### config.mk
export PLATFORM = sky130hd
export DESIGN_NAME = beep_tone_gen
export DESIGN_NICKNAME = d
export VERILOG_FILES = /design/src/rtl/beep_pkg.sv /design/src/rtl/beep_tone_div.sv /design/src/rtl/beep_interval_timer.sv /design/src/rtl/beep_seq_ctrl.sv /design/src/rtl/beep_tone_gen.sv
export SDC_FILE = /design/constraint.sdc
export NUM_CORES = 1
export LEC_CHECK = 0
export BUFFER_PORTS_ARGS = -buffer_cell sky130_fd_sc_hd__buf_2
export CORE_ASPECT_RATIO = 0.9
export CORE_MARGIN = 1.5
export CORE_UTILIZATION = 52
export DETAILED_ROUTE_END_ITERATION = 10
export PLACE_DENSITY_LB_ADDON = 0.25
export SYNTH_ARGS = -nofsm -noshare
export SYNTH_HDL_FRONTEND = slang
export SYNTH_SLANG_ARGS = --single-unit
### constraint.sdc
create_clock -name clk -period 3.95 [get_ports clk]
set_clock_uncertainty 0.05 [all_clocks]
set_input_delay 0.395 -clock clk [delete_from_list [all_inputs] [get_ports clk]]
set_output_delay 0.395 -clock clk [all_outputs]
set_load 0.01 [all_outputs]
### src/rtl/beep_pkg.sv
package beep_pkg;
  typedef enum logic [1:0] {
    PH_IDLE = 2'd0,
    PH_ON   = 2'd1,
    PH_OFF  = 2'd2
  } beep_phase_e;
endpackage

### src/rtl/beep_tone_div.sv
module beep_tone_div #(
  parameter int PER0 = 12,
  parameter int PER1 = 16,
  parameter int PER2 = 24,
  parameter int PER3 = 48
) (
  input  logic       clk,
  input  logic       rst_n,
  input  logic       clear,
  input  logic       adv,
  input  logic [1:0] sel,
  output logic       tone
);
  localparam int PMAX01 = (PER0 > PER1) ? PER0 : PER1;
  localparam int PMAX23 = (PER2 > PER3) ? PER2 : PER3;
  localparam int PMAX   = (PMAX01 > PMAX23) ? PMAX01 : PMAX23;
  localparam int CW     = $clog2(PMAX);

  logic [CW-1:0] per_m1;
  logic [CW-1:0] half;
  logic [CW-1:0] cnt;

  always_comb begin
    case (sel)
      2'd0:    begin per_m1 = CW'(PER0 - 1); half = CW'(PER0 / 2); end
      2'd1:    begin per_m1 = CW'(PER1 - 1); half = CW'(PER1 / 2); end
      2'd2:    begin per_m1 = CW'(PER2 - 1); half = CW'(PER2 / 2); end
      default: begin per_m1 = CW'(PER3 - 1); half = CW'(PER3 / 2); end
    endcase
  end

  always_ff @(posedge clk) begin
    if (!rst_n || clear) cnt <= '0;
    else if (adv) cnt <= (cnt == per_m1) ? '0 : cnt + 1'b1;
  end

  assign tone = (cnt < half);
endmodule

### src/rtl/beep_interval_timer.sv
module beep_interval_timer #(
  parameter int STEP   = 384,
  parameter int CODE_W = 8
) (
  input  logic              clk,
  input  logic              rst_n,
  input  logic              clear,
  input  logic              run,
  input  logic              adv,
  input  logic [CODE_W-1:0] code,
  output logic              done
);
  localparam int SW = (STEP > 1) ? $clog2(STEP) : 1;

  logic [SW-1:0]     sub;
  logic [CODE_W-1:0] steps;
  logic              last_sub;

  assign last_sub = (sub == SW'(STEP - 1));
  assign done     = run && adv && last_sub && (steps == code);

  always_ff @(posedge clk) begin
    if (!rst_n || clear || done) begin
      sub   <= '0;
      steps <= '0;
    end else if (run && adv) begin
      if (last_sub) begin
        sub   <= '0;
        steps <= steps + 1'b1;
      end else begin
        sub <= sub + 1'b1;
      end
    end
  end
endmodule

### src/rtl/beep_seq_ctrl.sv
module beep_seq_ctrl
  import beep_pkg::*;
#(
  parameter int CODE_W = 8,
  parameter int REP_W  = 7
) (
  input  logic              clk,
  input  logic              rst_n,
  input  logic              start,
  input  logic [1:0]        freq_in,
  input  logic [CODE_W-1:0] on_in,
  input  logic [CODE_W-1:0] off_in,
  input  logic [REP_W-1:0]  rep_in,
  input  logic              interval_done,
  output beep_phase_e       phase,
  output logic [1:0]        freq_q,
  output logic [CODE_W-1:0] code_sel,
  output logic              accept,
  output logic              tone_restart
);
  logic [CODE_W-1:0] on_q;
  logic [CODE_W-1:0] off_q;
  logic [REP_W-1:0]  rep_q;

  assign accept       = start && (phase == PH_IDLE);
  assign tone_restart = accept || (interval_done && (phase == PH_OFF));
  assign code_sel     = (phase == PH_OFF) ? off_q : on_q;

  always_ff @(posedge clk) begin
    if (!rst_n) begin
      phase  <= PH_IDLE;
      freq_q <= '0;
      on_q   <= '0;
      off_q  <= '0;
      rep_q  <= '0;
    end else begin
      case (phase)
        PH_IDLE: if (accept) begin
          phase  <= PH_ON;
          freq_q <= freq_in;
          on_q   <= on_in;
          off_q  <= off_in;
          rep_q  <= rep_in;
        end
        PH_ON: if (interval_done) phase <= PH_OFF;
        PH_OFF: if (interval_done) begin
          if (rep_q == '0) phase <= PH_IDLE;
          else begin
            phase <= PH_ON;
            rep_q <= rep_q - 1'b1;
          end
        end
        default: phase <= PH_IDLE;
      endcase
    end
  end
endmodule

### src/rtl/beep_tone_gen.sv
module beep_tone_gen
  import beep_pkg::*;
#(
  parameter int TICKS_PER_STEP = 384,
  parameter int CODE_W         = 8,
  parameter int REP_W          = 7,
  parameter int TONE_PER0      = 12,
  parameter int TONE_PER1      = 16,
  parameter int TONE_PER2      = 24,
  parameter int TONE_PER3      = 48
) (
  input  logic              clk,
  input  logic              rst_n,
  input  logic              tick,
  input  logic              start,
  input  logic [1:0]        freq_sel,
  input  logic [CODE_W-1:0] on_time,
  input  logic [CODE_W-1:0] off_time,
  input  logic [REP_W-1:0]  repeat_cnt,
  output logic              tone_out,
  output logic              busy
);
  beep_phase_e       phase;
  logic [1:0]        freq_q;
  logic [CODE_W-1:0] code_sel;
  logic              accept;
  logic              tone_restart;
  logic              interval_done;
  logic              tone_raw;
  logic              running;

  assign running = (phase != PH_IDLE);

  beep_seq_ctrl #(.CODE_W(CODE_W), .REP_W(REP_W)) u_ctrl (
    .clk(clk), .rst_n(rst_n), .start(start),
    .freq_in(freq_sel), .on_in(on_time), .off_in(off_time), .rep_in(repeat_cnt),
    .interval_done(interval_done), .phase(phase), .freq_q(freq_q),
    .code_sel(code_sel), .accept(accept), .tone_restart(tone_restart)
  );

  beep_interval_timer #(.STEP(TICKS_PER_STEP), .CODE_W(CODE_W)) u_timer (
    .clk(clk), .rst_n(rst_n), .clear(accept), .run(running), .adv(tick),
    .code(code_sel), .done(interval_done)
  );

  beep_tone_div #(.PER0(TONE_PER0), .PER1(TONE_PER1), .PER2(TONE_PER2), .PER3(TONE_PER3)) u_div (
    .clk(clk), .rst_n(rst_n), .clear(tone_restart), .adv(tick && (phase == PH_ON)),
    .sel(freq_q), .tone(tone_raw)
  );

  assign tone_out = (phase == PH_ON) && tone_raw;
  assign busy     = running;
endmodule

-- Yosys cells after proc, flatten, opt, wreduce, memory -nomap -nowiden
Cells that the tools add are included.
- output and inout port bits: 2
- word-level logic and storage cells: 59
- input bits: 29
- register bits after elaboration: 50
- reductions and logical operators: 21
- magnitude comparators: 1
- $add $sub $neg: 4
- eq/ne operators: 11
- muxes and demuxes: 14
- operator list (cell ; count):
    7-bit two-way mux ; 3
    6-bit case mux with 3 select lines ; 1
    5-bit case mux with 3 select lines ; 1
    7-bit case mux with 2 select lines ; 1
    9-bit by 1-bit adder with 9-bit output (second input constant) ; 1
    9-bit == test (second input constant) ; 1
    9-bit two-way mux ; 1
    8-bit by 1-bit adder with 8-bit output (second input constant) ; 1
    8-bit == test ; 1
    8-bit two-way mux ; 1
    1-bit logical AND ; 7
    7-bit logical NOT ; 1
    7-bit by 1-bit subtractor with 7-bit output (second input constant) ; 1
    6-bit by 1-bit adder with 6-bit output (second input constant) ; 1
    6-bit == test ; 1
    6-bit by 5-bit less-than comparator with 1-bit output ; 1
    2-bit two-way mux ; 3
    6-bit two-way mux ; 1
    2-bit by 1-bit inequality test with 1-bit output (second input constant) ; 3
    2-bit case mux with 3 select lines ; 1
    2-bit by 1-bit == test with 1-bit output (second input constant) ; 2
    2-bit == test (second input constant) ; 2
    2-bit logical NOT ; 2
    1-bit logical OR ; 4
    7 further kinds ; 9

-- Logic depth before layout (Yosys ltp)
Gate-level depths: netlist of run 1.
- word-level depth: 7
- gate-level depth with buffers: 8

-- Cells and area by module
Synthesis of run 1 repeated with hierarchy kept, for this count alone.
- cells, all modules: 321
- area total of the unflattened synthesis: 2713.9 um^2
- by module, submodules not included (module ; times used ; cells each ; seq. area each (um^2) ; area an instance (um^2)):
    beep_seq_ctrl ; 1 ; 173 ; 540.5 ; 1337.5
    beep_interval_timer ; 1 ; 99 ; 340.3 ; 934.6
    beep_tone_div ; 1 ; 46 ; 120.1 ; 415.4
    beep_tone_gen ; 1 ; 3 ; 0.0 ; 26.3

-- Worst setup path after synthesis of run 1
Ideal clock, no wire load.
- path kind: flip-flop to flip-flop
- start point: reg u_ctrl.phase[1]
- end point: reg u_ctrl.rep_q[4]
- path slack: 1.891 ns
- library setup time: 0.124 ns
- data required time: 3.776 ns
- arrival: 1.885 ns
- path buffers: 1
- cell stages (with the launch flop): 8
- cells stage by stage: dfxtp_1 > nor2b_1 > clkbuf_1 > mux2i_1 > xor2_1 > nand4_1 > nor4_1 > o22ai_1
- cells in the longest elaborated chain, start to end: 6
- RTL lines (element ; RTL line ; RTL):
    start: declaration ; beep_seq_ctrl.sv:15 ; output beep_phase_e phase,
    start signal: assignment ; beep_seq_ctrl.sv:31 ; phase <= PH_IDLE;
    start signal: assignment ; beep_seq_ctrl.sv:39 ; phase <= PH_ON;
    start signal: assignment ; beep_seq_ctrl.sv:45 ; PH_ON: if (interval_done) phase <= PH_OFF;
    2-bit == test or 2-bit nonzero test (tied branches) ; beep_seq_ctrl.sv:27, beep_seq_ctrl.sv:37, beep_tone_gen.sv:32 ;
    8-bit two-way mux or 1-bit logical AND (tied branches) ; beep_seq_ctrl.sv:27, beep_interval_timer.sv:20 ;
    8-bit == test or 1-bit logical AND (tied branches) ; beep_interval_timer.sv:20 ; assign done = run && adv && last_sub && (steps == code);
    1-bit logical AND ; beep_interval_timer.sv:20 ;
    2-bit by 1-bit inequality test with 1-bit output (no source line) ; - ;
    4-bit AND reduction (no source line) ; - ;
    end signal: assignment ; beep_seq_ctrl.sv:43 ; rep_q <= rep_in;
    end signal: assignment ; beep_seq_ctrl.sv:50 ; rep_q <= rep_q - 1'b1;
    end: declaration ; beep_seq_ctrl.sv:23 ; logic [REP_W-1:0] rep_q;
Several ways; a longest one is shown, not always the timed one.
A chain may end at the register's enable or synchronous reset.

-- Final worst setup path of run 1
- start point: reg u_ctrl.phase[1]
- end point: reg u_timer.sub[1]
- cells in the longest elaborated chain, start to end: 5
- RTL lines (element ; RTL line ; RTL):
    2-bit == test or 2-bit nonzero test (tied branches) ; beep_seq_ctrl.sv:27, beep_tone_gen.sv:32 ;
    8-bit two-way mux or 1-bit logical AND (tied branches) ; beep_seq_ctrl.sv:27, beep_interval_timer.sv:20, beep_interval_timer.sv:26 ;
    8-bit == test or 1-bit logical AND (tied branches) ; beep_interval_timer.sv:20 ;
    1-bit logical AND ; beep_interval_timer.sv:20 ;
    1-bit logical OR ; beep_interval_timer.sv:23 ; if (!rst_n || clear || done) begin
    end signal: assignment ; beep_interval_timer.sv:31 ; sub <= sub + 1'b1;
    end: declaration ; beep_interval_timer.sv:15 ; logic [SW-1:0] sub;
Several ways; a longest one is shown, not always the timed one.

==> impl_metrics.ini, run 1 <==
[logic_synthesis]
synth_edf_count = 0
ys_ff_latch = 50
synth_nets = 373
synth-main-ff-cell = dfxtp_1
yosysMostFrequentCell = nand2_1
synth_area_leaders = dfxtp_1, nand2_1, a21oi_1, xor2_1, nor2_1
synth.yosys.seq_area_share_pct = 37.66
synth_commonest_cells = nand2_1, dfxtp_1, a21oi_1, nor2_1, nor3_1
synth_cell_types = 44
async_reset_ff_share_pct = 0
synth_area_per_cell_um2 = 7.886
synth_cells = 337
yosys_warnings = 0
synth_top_area_cell = dfxtp_1
synth_top_area_share_pct = 37.66
syn_area_um2 = 2658

[global_route]
grt.busiest_layer = met2
grt_start_max_net_pins = 27
grt-ovfl-total = 0
met2_usage_pct = 34.20
grt_pass1_wl_mm = 9.956
gr-usage-met3_pct = 4.387
antenna_found_initial = 0
grt_pass1_vias = 2144
grt_util_met1_pct = 32.31
grt_usage_pct = 22.70

[routing]
postRouteAntennaNets = 0
drt_wl_total_mm = 5.874
wl_per_cell_um = 13.82
drc = 0
via_per_inst = 5.682
dr.pass1.iters = 4
num_vias = 2415
dr.first_iter.drc_count = 143

[setup_path]
cp-start-kind = flip-flop
cp_max_fo = 13
cp_top_family = simple AND/OR/NAND/NOR gates
critical_path.cell_chain = nor2b_1 > mux2i_1 > xor2_1 > nand4_4 > o21ai_1 > nor2_1
crit_required_ns = 4.06
cp_slowest_cell = o21ai_1
arrival_ns = 3.04
critical_path_buf_inv_count = 0
end_kind = flip-flop
path_class = reg2reg
crit_path_max_incr_delay_ns = 0.69

[clock_tree]
htreeDepth = 2
cts_root_buffer = clkbuf_8
clock_insertion_delay_worst_skew_ns = 0.31
cts-buffers-inserted = 5
cts.sinks = 50
cts_buffer_depth = 2
cts_resized = 0
cts_hold_buf = 0
post-cts-setup-buffers = 0
cts_tree = yes
path_clk_slew_ns = 0.09

[min_path]
min_path_type = in2reg

[floorplanning]
initial_core_util_pct = 54.29
die_h_um = 70.82
io_pins = 31
rows = 24
die_area_um2 = 5549
die_w_um = 78.36
coreArea_um2 = 4895

[placed_design]
dpl.hpwl_mm = 4.312
routabilityCongestion = 0.9757
place_inst = 417
placed_cell_area_um2 = 2833
portBuffers = 30

[timing]
worstMarginPinSlew_ns = 0.8349
finalSetupViolCount = 0
min_period_over_period_pct = 74.07
final_hold_viol_count = 0
rsz0062_at_grt = no
period_needed_ns = 2.926
final_max_slew_viol_count = 0
slew_headroom_pct = 43.82
setup_tns_ns = 0
timing.hold.ws_ns = 0.2669
fmaxAchievable_mhz = 341.8

[flow_run]
cap_violations = 0

[finish]
final_core_util_pct = 60.10
fin_cells = 425
drive_gt1_share_pct = 12.22
nNetsFinal = 395
final_area_um2 = 2942
num_antenna_cells = 0
syn2layout_area_growth_pct = 10.69

[outcome]
status = complete, no violations

[pwr]
cellPowerDensity_nw_per_um2 = 342.1
p_leak_uw = 0.001101
vdd.ir_drop.worst_mv = 0.2264
path summary, 6_finish.rpt:
| kind | start | to | slack, ns | cells after the start |
|---|---|---|---|---|
| hold reg to reg | u_ctrl.on_q[4]$_SDFFE_PN0P_ | u_ctrl.on_q[4]$_SDFFE_PN0P_ | 0.41 | 2 |
| setup / recovery | u_ctrl.phase[1]$_SDFFE_PN0P_ | u_timer.sub[1]$_SDFFE_PP0N_ | 1.02 | 6 |
| hold / removal | off_time[0] | u_ctrl.off_q[0]$_SDFFE_PN0P_ | 0.27 | 3 |
| setup reg to reg | u_ctrl.phase[1]$_SDFFE_PN0P_ | u_timer.sub[1]$_SDFFE_PP0N_ | 1.02 | 6 |
worst min-delay path: stages:
cell     delay [ns]
buf_2          0.09
nand2_1        0.04
a21oi_1        0.05
power by group:
group / leakage [µW] / switching (µW) / internal [µW]
Clock: 0.0000579 / 171 / 187
Combinational: 0.000636 / 67.1 / 45.0
Sequential: 0.000407 / 16.5 / 521
Total: 0.00110 / 254 / 752
sequential cells by signal, summed over array words and instances (netlist names):
register,flops
u_ctrl.freq_q,2
u_ctrl.off_q,8
u_ctrl.on_q,8
u_ctrl.phase,2
u_ctrl.rep_q,7
u_div.cnt,6
u_timer.steps,8
u_timer.sub,9
per-stage QoR:
stage | setup slack [ns] | power, µW
after detailed placement | 1.087 | 659.2
after CTS | 1.055 | 1012
after global placement | 1.223 | 656.9
after global routing | 0.7505 | 1051
final | 1.024 | 1006
after floorplan | 1.891 | 623.5
logic make-up after synthesis:
group | Yosys count | share of synthesized area (%)
AOI/OAI and AO/OA | 67 | 15.68
xor gates and xnor gates | 22 | 7.251
adders and majority gates | 7 | 3.296
buffers and inverters | 24 | 3.531
DFF | 50 | 37.66
muxes | 5 | 1.883
and+or+nand+nor | 162 | 30.70
placed cells by master, fill, tap and decap left out, drive strengths merged, types with 8 or more instances in the layout:
cell type / synthesis / final
inv: 8 / 8
nand3: 9 / 9
dfxtp: 50 / 50
nand2: 60 / 60
buf: 3 / 31
nor3: 16 / 16
xor2: 15 / 15
o21ai: 9 / 9
nor2: 29 / 29
a21oi: 32 / 32
per-layer routing:
metal  up-vias  part of all wire (%)  wire length, µm
met5         -                     0                0
met4         0                   1.9              114
met3        12                   6.7              391
met2        83                    42             2455
met1      1092                    50             2912
li1       1228                     -                -
layout make-up:
type	count	area (µm²)
multi-input combinational	263	1563
tap	65	81.33
inverter	8	30.03
clock inverter	3	40.04
sequential	50	1001
timing repair buffer	31	157.7
clock buffer	5	68.82
fill	460	1953
Note: power is estimated with default switching activity, not from simulation.
==> run 2, diff against run 1 <==
ABC_AREA = 1   (was unset)
clock period = 2.9 ns   (was 3.95 ns; I/O delays follow)
==> run 2 against run 1 <==
Against the previous run: core utilization up 0.28 points; die area is 2.5% higher; worst setup slack worse by 0.32 ns; total power up 37%; sequential share of layout area down 0.57 points; combinational power increased by 74%; final area increased by 1.7%; final cell count grew 16%; critical path depth up 5; first-iteration DRC count increased by 13%.
==> impl_metrics.ini, run 2 <==
[logic_synthesis]
syn_area_um2 = 2726
synth_nets = 434
async_reset_ff_share_pct = 0
synth_top_area_share_pct = 36.71
synth_compound_area_share_pct = 13.08
synth-main-ff-cell = dfxtp_1
yosys_warnings = 0
synth_top_area_cell = dfxtp_1
synth.yosys.seq_area_share_pct = 36.71
synth_cells = 398
synth_cell_types = 33
synth_fa_ha_area_share_pct = 3.212
yosysMostFrequentCell = nand2_1
synth_commonest_cells = nand2_1, nor2_1, dfxtp_1, inv_1, o21ai_0
synth.area.mux_share_pct = 0.3671
synth_top_family_by_area = simple AND/OR/NAND/NOR gates
ys_ff_latch = 50
synth-xor-area-share_pct = 4.497
synth_area_leaders = dfxtp_1, nand2_1, nor2_1, o21ai_0, inv_1
synth_area_per_cell_um2 = 6.850
synth-simple-area-share_pct = 33.87
synth_edf_count = 0

[routing]
wl_per_cell_um = 11.34
dr.first_iter.drc_count = 162
via_per_inst = 5.035
drt_wl_total_mm = 5.568
dr.pass1.iters = 7
num_vias = 2472
postRouteAntennaNets = 0
drc = 0

[setup_path]
cp_slowest_cell = dfxtp_1
critical_path.cell_chain = nand2_2 > nand2_1 > nand2_1 > nand2_1 > nand2_1 > nor2_1 > nand3_2 > nor2_1 > inv_2 > nand3_4 > a21boi_0
critical_path_buf_inv_count = 1
reg2regPathDepth = 11
crit_top_cell = nand2_1
startpoint = u_ctrl.phase[1]$_SDFFE_PN0P_
path_class = reg2reg
cp_max_fo = 23
r2r-start = u_ctrl.phase[1]$_SDFFE_PN0P_
arrival_ns = 2.32
end_kind = flip-flop
crit_path_max_incr_delay_ns = 0.54
crit_required_ns = 3.03
cp_num_cells = 11
cp-start-kind = flip-flop
cp_top_family = simple AND/OR/NAND/NOR gates

[pwr]
p_leak_uw = 0.001298
cellPowerDensity_nw_per_um2 = 461.7
vdd.ir_drop.worst_mv = 0.3354
total_power_uw = 1381

[finish]
final_cell_mix = nand2_1, nor2_1, dfxtp_1, inv_1
largest-register = u_timer.sub
largest_reg_flops = 9
final_area_um2 = 2992
num_antenna_cells = 0
layout_commonest_cell = nand2_1
nNetsFinal = 461
final_core_util_pct = 60.38
syn2layout_area_growth_pct = 9.729
fillers = 468
drive_gt1_share_pct = 12.21

[clock_tree]
cts_tree = yes
cts_hold_buf = 0
cts_resized = 0
clock_insertion_delay_worst_skew_ns = 0.31
cts.sinks = 50
post-cts-setup-buffers = 0
cts-buffers-inserted = 5
htreeDepth = 2
cts_buffer_depth = 2
cts_root_buffer = clkbuf_8
path_clk_slew_ns = 0.10

[floorplanning]
initial_core_util_pct = 55.03
die_area_um2 = 5687
die_h_um = 71.70
io_pins = 31
die_w_um = 79.33
rows = 24
coreArea_um2 = 4955

[placed_design]
placed_cell_area_um2 = 2894
dpl.hpwl_mm = 4.283
routabilityCongestion = 0.8069
portBuffers = 30

[flow_run]
cap_violations = 0

[timing]
final_hold_viol_count = 0
period_needed_ns = 2.196
min_period_over_period_pct = 75.72
finalSetupViolCount = 0
final_max_slew_viol_count = 0
slew_headroom_pct = 66.54
worstMarginPinSlew_ns = 0.5007
setup_tns_ns = 0
fmaxAchievable_mhz = 455.4
timing.hold.ws_ns = 0.1732
rsz0062_at_grt = no

[min_path]
min_path_type = in2reg
whs_path_depth = 3
min_from = off_time[5]

[global_route]
grt_start_max_net_pins = 29
grt_pass1_wl_mm = 9.742
antenna_found_initial = 0
grt_pass1_vias = 2270
grt-ovfl-total = 0
grt_usage_pct = 21.50

[outcome]
status = complete, no violations
## run 2: cell count changes in the layout (fill, tap and decap cells not counted), sizes merged, moves of 6 or more
cell | previous run | this run
nand2 | 60 | 92
nand3 | 9 | 29
o21ai | 9 | 30
nor2b | 7 | 0
nor2 | 29 | 63
a21oi | 32 | 26
inv | 8 | 43
nor3 | 16 | 10
## run 2: logic make-up after synthesis
logic type                 after synthesis
AOI/OAI and AO/OA                       65
xor gates and xnor gates                14
adders and majority gates                7
buffers and inverters                   52
DFF                                     50
muxes                                    1
and+or+nand+nor                        209
## run 2: stage by stage
| step | cells | setup slack (ns) |
|---|---|---|
| after global routing | 491 | 0.5039 |
| after floorplan | 398 | 1.095 |
| after global placement | 483 | 0.8418 |
| after CTS | 491 | 0.7022 |
| final | 491 | 0.7041 |
| after detailed placement | 483 | 0.7125 |
## run 2: worst paths after layout
kind                                  end  slack (ns)
max             u_div.cnt[5]$_SDFFE_PP0P_        0.70
max reg2reg     u_div.cnt[5]$_SDFFE_PP0P_        0.70
min reg2reg  u_ctrl.off_q[0]$_SDFFE_PN0P_        0.42
min          u_ctrl.off_q[5]$_SDFFE_PN0P_        0.17
## run 2: per-layer routing
metal	global-route usage [%]	part of all wire [%]	wire (µm)	vias up
li1	-	-	-	1347
met1	27.11	49	2702	1095
met2	37.99	48	2690	25
met3	3.439	2.2	121	5
met4	6.043	0.95	53	0
met5	0	0	0	-
## run 2: area by class of cell
| type | count | area [µm²] | share of cell area [%] |
|---|---|---|---|
| Tap cell | 65 | 81.33 | 2.719 |
| Timing Repair Buffer | 31 | 157.7 | 5.270 |
| Sequential cell | 50 | 1001 | 33.46 |
| Multi-Input combinational cell | 296 | 1500 | 50.15 |
| Inverter | 41 | 153.9 | 5.144 |
| Clock inverter | 3 | 28.78 | 0.9619 |
| Clock buffer | 5 | 68.82 | 2.300 |
## run 2: power breakdown
group	switching, µW	total [µW]	internal (µW)	leakage, µW
sequential	20.1	741	721	0.000409
combinational	122	195	72.6	0.000838
clock	264	445	181	0.0000506
total	407	1380	975	0.00130
## run 2: tightest hold or removal path: cells and delay by family
| kind | cells | cell delay [ns] |
|---|---|---|
| AND/OR/NAND/NOR | 1 | 0.07 |
| AO/OA/AOI/OAI | 1 | 0.07 |
| buffers and inverters | 1 | 0.07 |
==> run 3, diff against run 2 <==
clock period = 1.9 ns   (was 2.9 ns; I/O delays follow)
==> run 3 against run 2 <==
Against the previous run: the run now ends with setup timing left; clock-buffer cell count is the same; critical path depth did not move; sequential power increased by 52%; critical path type unchanged; largest power group unchanged.
==> impl_metrics.ini, run 3 (synthesis results as in run 2) <==
[finish]
largest-register = u_timer.sub
syn2layout_area_growth_pct = 17.71
nNetsFinal = 478
largest_reg_flops = 9
final_area_um2 = 3209
layout_commonest_cell = nand2_1
fin_cells = 508
final_cell_mix = nand2_1, nor2_1, dfxtp_1, inv_1
num_antenna_cells = 0
drive_gt1_share_pct = 18.51

[setup_path]
critical_path.cell_chain = ha_4 > nand3_2 > nor2_2 > nand4_1 > nor2_4 > nand3_4 > o21bai_4 > nand2_4 > nand2_2 > nand2_1 > nor2_1
cp-start-kind = flip-flop
critical_path_buf_inv_count = 0
path_class = reg2reg
cp_num_cells = 11
reg2regPathDepth = 11
crit_required_ns = 2.09
crit_path_max_incr_delay_ns = 0.37
arrival_ns = 2.15
cp_top_family = simple AND/OR/NAND/NOR gates
cp_slowest_cell = dfxtp_2
end_kind = flip-flop
cp_max_fo = 8

[floorplanning]
rows = 24
die_area_um2 = 5687
die_w_um = 79.33
coreArea_um2 = 4955
die_h_um = 71.70
initial_core_util_pct = 55.03
io_pins = 31

[routing]
num_vias = 2617
via_per_inst = 5.152
dr.pass1.iters = 4
drc = 0
dr.first_iter.drc_count = 197
wl_per_cell_um = 11.84
postRouteAntennaNets = 0
drt_wl_total_mm = 6.017

[global_route]
grt-ovfl-total = 0
grt_start_max_net_pins = 24
grt_util_met1_pct = 29.10
gr-usage-met3_pct = 3.439
grt.busiest_layer = met2
antenna_found_initial = 0
grt_pass1_wl_mm = 10.18
grt_pass1_vias = 2356
met2_usage_pct = 38.18
grt_usage_pct = 22.20

[pwr]
vdd.ir_drop.worst_mv = 0.6302
cellPowerDensity_nw_per_um2 = 699.8
p_leak_uw = 0.001396

[flow_run]
cap_violations = 0

[clock_tree]
cts-buffers-inserted = 5
cts_hold_buf = 0
htreeDepth = 2
path_clk_slew_ns = 0.11
cts.sinks = 50
cts_buffer_depth = 2
cts_tree = yes
cts_root_buffer = clkbuf_8
clock_insertion_delay_worst_skew_ns = 0.31

[min_path]
whs_path_depth = 3
min_path_type = in2reg

[placed_design]
placed_cell_area_um2 = 2992
routabilityCongestion = 0.8303
portBuffers = 30
place_inst = 496
dpl.hpwl_mm = 4.320

[outcome]
failed_checks = setup timing
status = complete, but fails checks

[timing]
slew_headroom_pct = 69.44
final_max_slew_viol_count = 0
period_needed_ns = 1.962
rsz0062_at_grt = yes
min_period_over_period_pct = 103.2
finalSetupViolCount = 6
final_hold_viol_count = 0
fin_ws_ns = -0.06161
worstMarginPinSlew_ns = 0.4573
fmaxAchievable_mhz = 509.8
## run 3: power breakdown
group	switching, µW	leakage, µW	internal (µW)	total, µW
combinational	202	0.000927	125	328
clock	386	0.0000587	400	786
sequential	32.0	0.000411	1100	1130
## run 3: path summary, 6_finish.rpt
kind / start / to / slack (ns)
worst max-delay path: u_timer.sub[0]$_SDFFE_PP0N_ / u_ctrl.rep_q[5]$_SDFFE_PN0P_ / -0.06
worst min-delay path: on_time[2] / u_ctrl.on_q[2]$_SDFFE_PN0P_ / 0.07
worst max register to register: u_timer.sub[0]$_SDFFE_PP0N_ / u_ctrl.rep_q[5]$_SDFFE_PN0P_ / -0.06
worst min register to register: u_ctrl.off_q[3]$_SDFFE_PN0P_ / u_ctrl.off_q[3]$_SDFFE_PN0P_ / 0.40
## run 3: worst register-to-register path, stage by stage (launching register included)
cell	delay, ns
dfxtp_2	0.37
ha_4	0.15
nand3_2	0.07
nor2_2	0.13
nand4_1	0.17
nor2_4	0.21
nand3_4	0.11
o21bai_4	0.30
nand2_4	0.13
nand2_2	0.07
nand2_1	0.04
nor2_1	0.09
## run 3: area by class of cell
type | count | area (µm²)
timing repair buffer | 46 | 270.3
clock inverter | 3 | 47.55
tap | 65 | 81.33
sequential | 50 | 1005
inverter | 41 | 153.9
clock buffer | 5 | 68.82
multi-input combinational | 298 | 1583
fill | 453 | 1745
## run 3: what timing repair did
item,4_1_cts,5_1_grt
gates cloned,1,1
setup buffers,0,2
pin swaps,0,6
gates resized for setup,0,18
setup endpoints to repair,5,31
## run 3: metrics by stage
| step | hold slack [ns] | worst slack, ns | util [%] | TNS, ns | total power, µW |
|---|---|---|---|---|---|
| floorplan | 0.3067 | 0.09482 | - | 0 | 1378 |
| global placement | 0.3893 | 0.08014 | 60.38 | 0 | 1452 |
| detailed placement | 0.3951 | 0.01225 | 60.38 | 0 | 1465 |
| CTS | 0.07887 | 0.002358 | 62.93 | 0 | 2230 |
| global route | 0.09986 | -0.1570 | 64.77 | -1.296 | 2343 |
| finish | 0.07434 | -0.06161 | 64.77 | -0.2266 | 2246 |
## run 3: layer usage
metal | up-vias | wire length, µm
li1 | 1378 | -
met1 | 1198 | 2916
met2 | 34 | 2883
met3 | 7 | 158
met4 | 0 | 59
met5 | - | 0
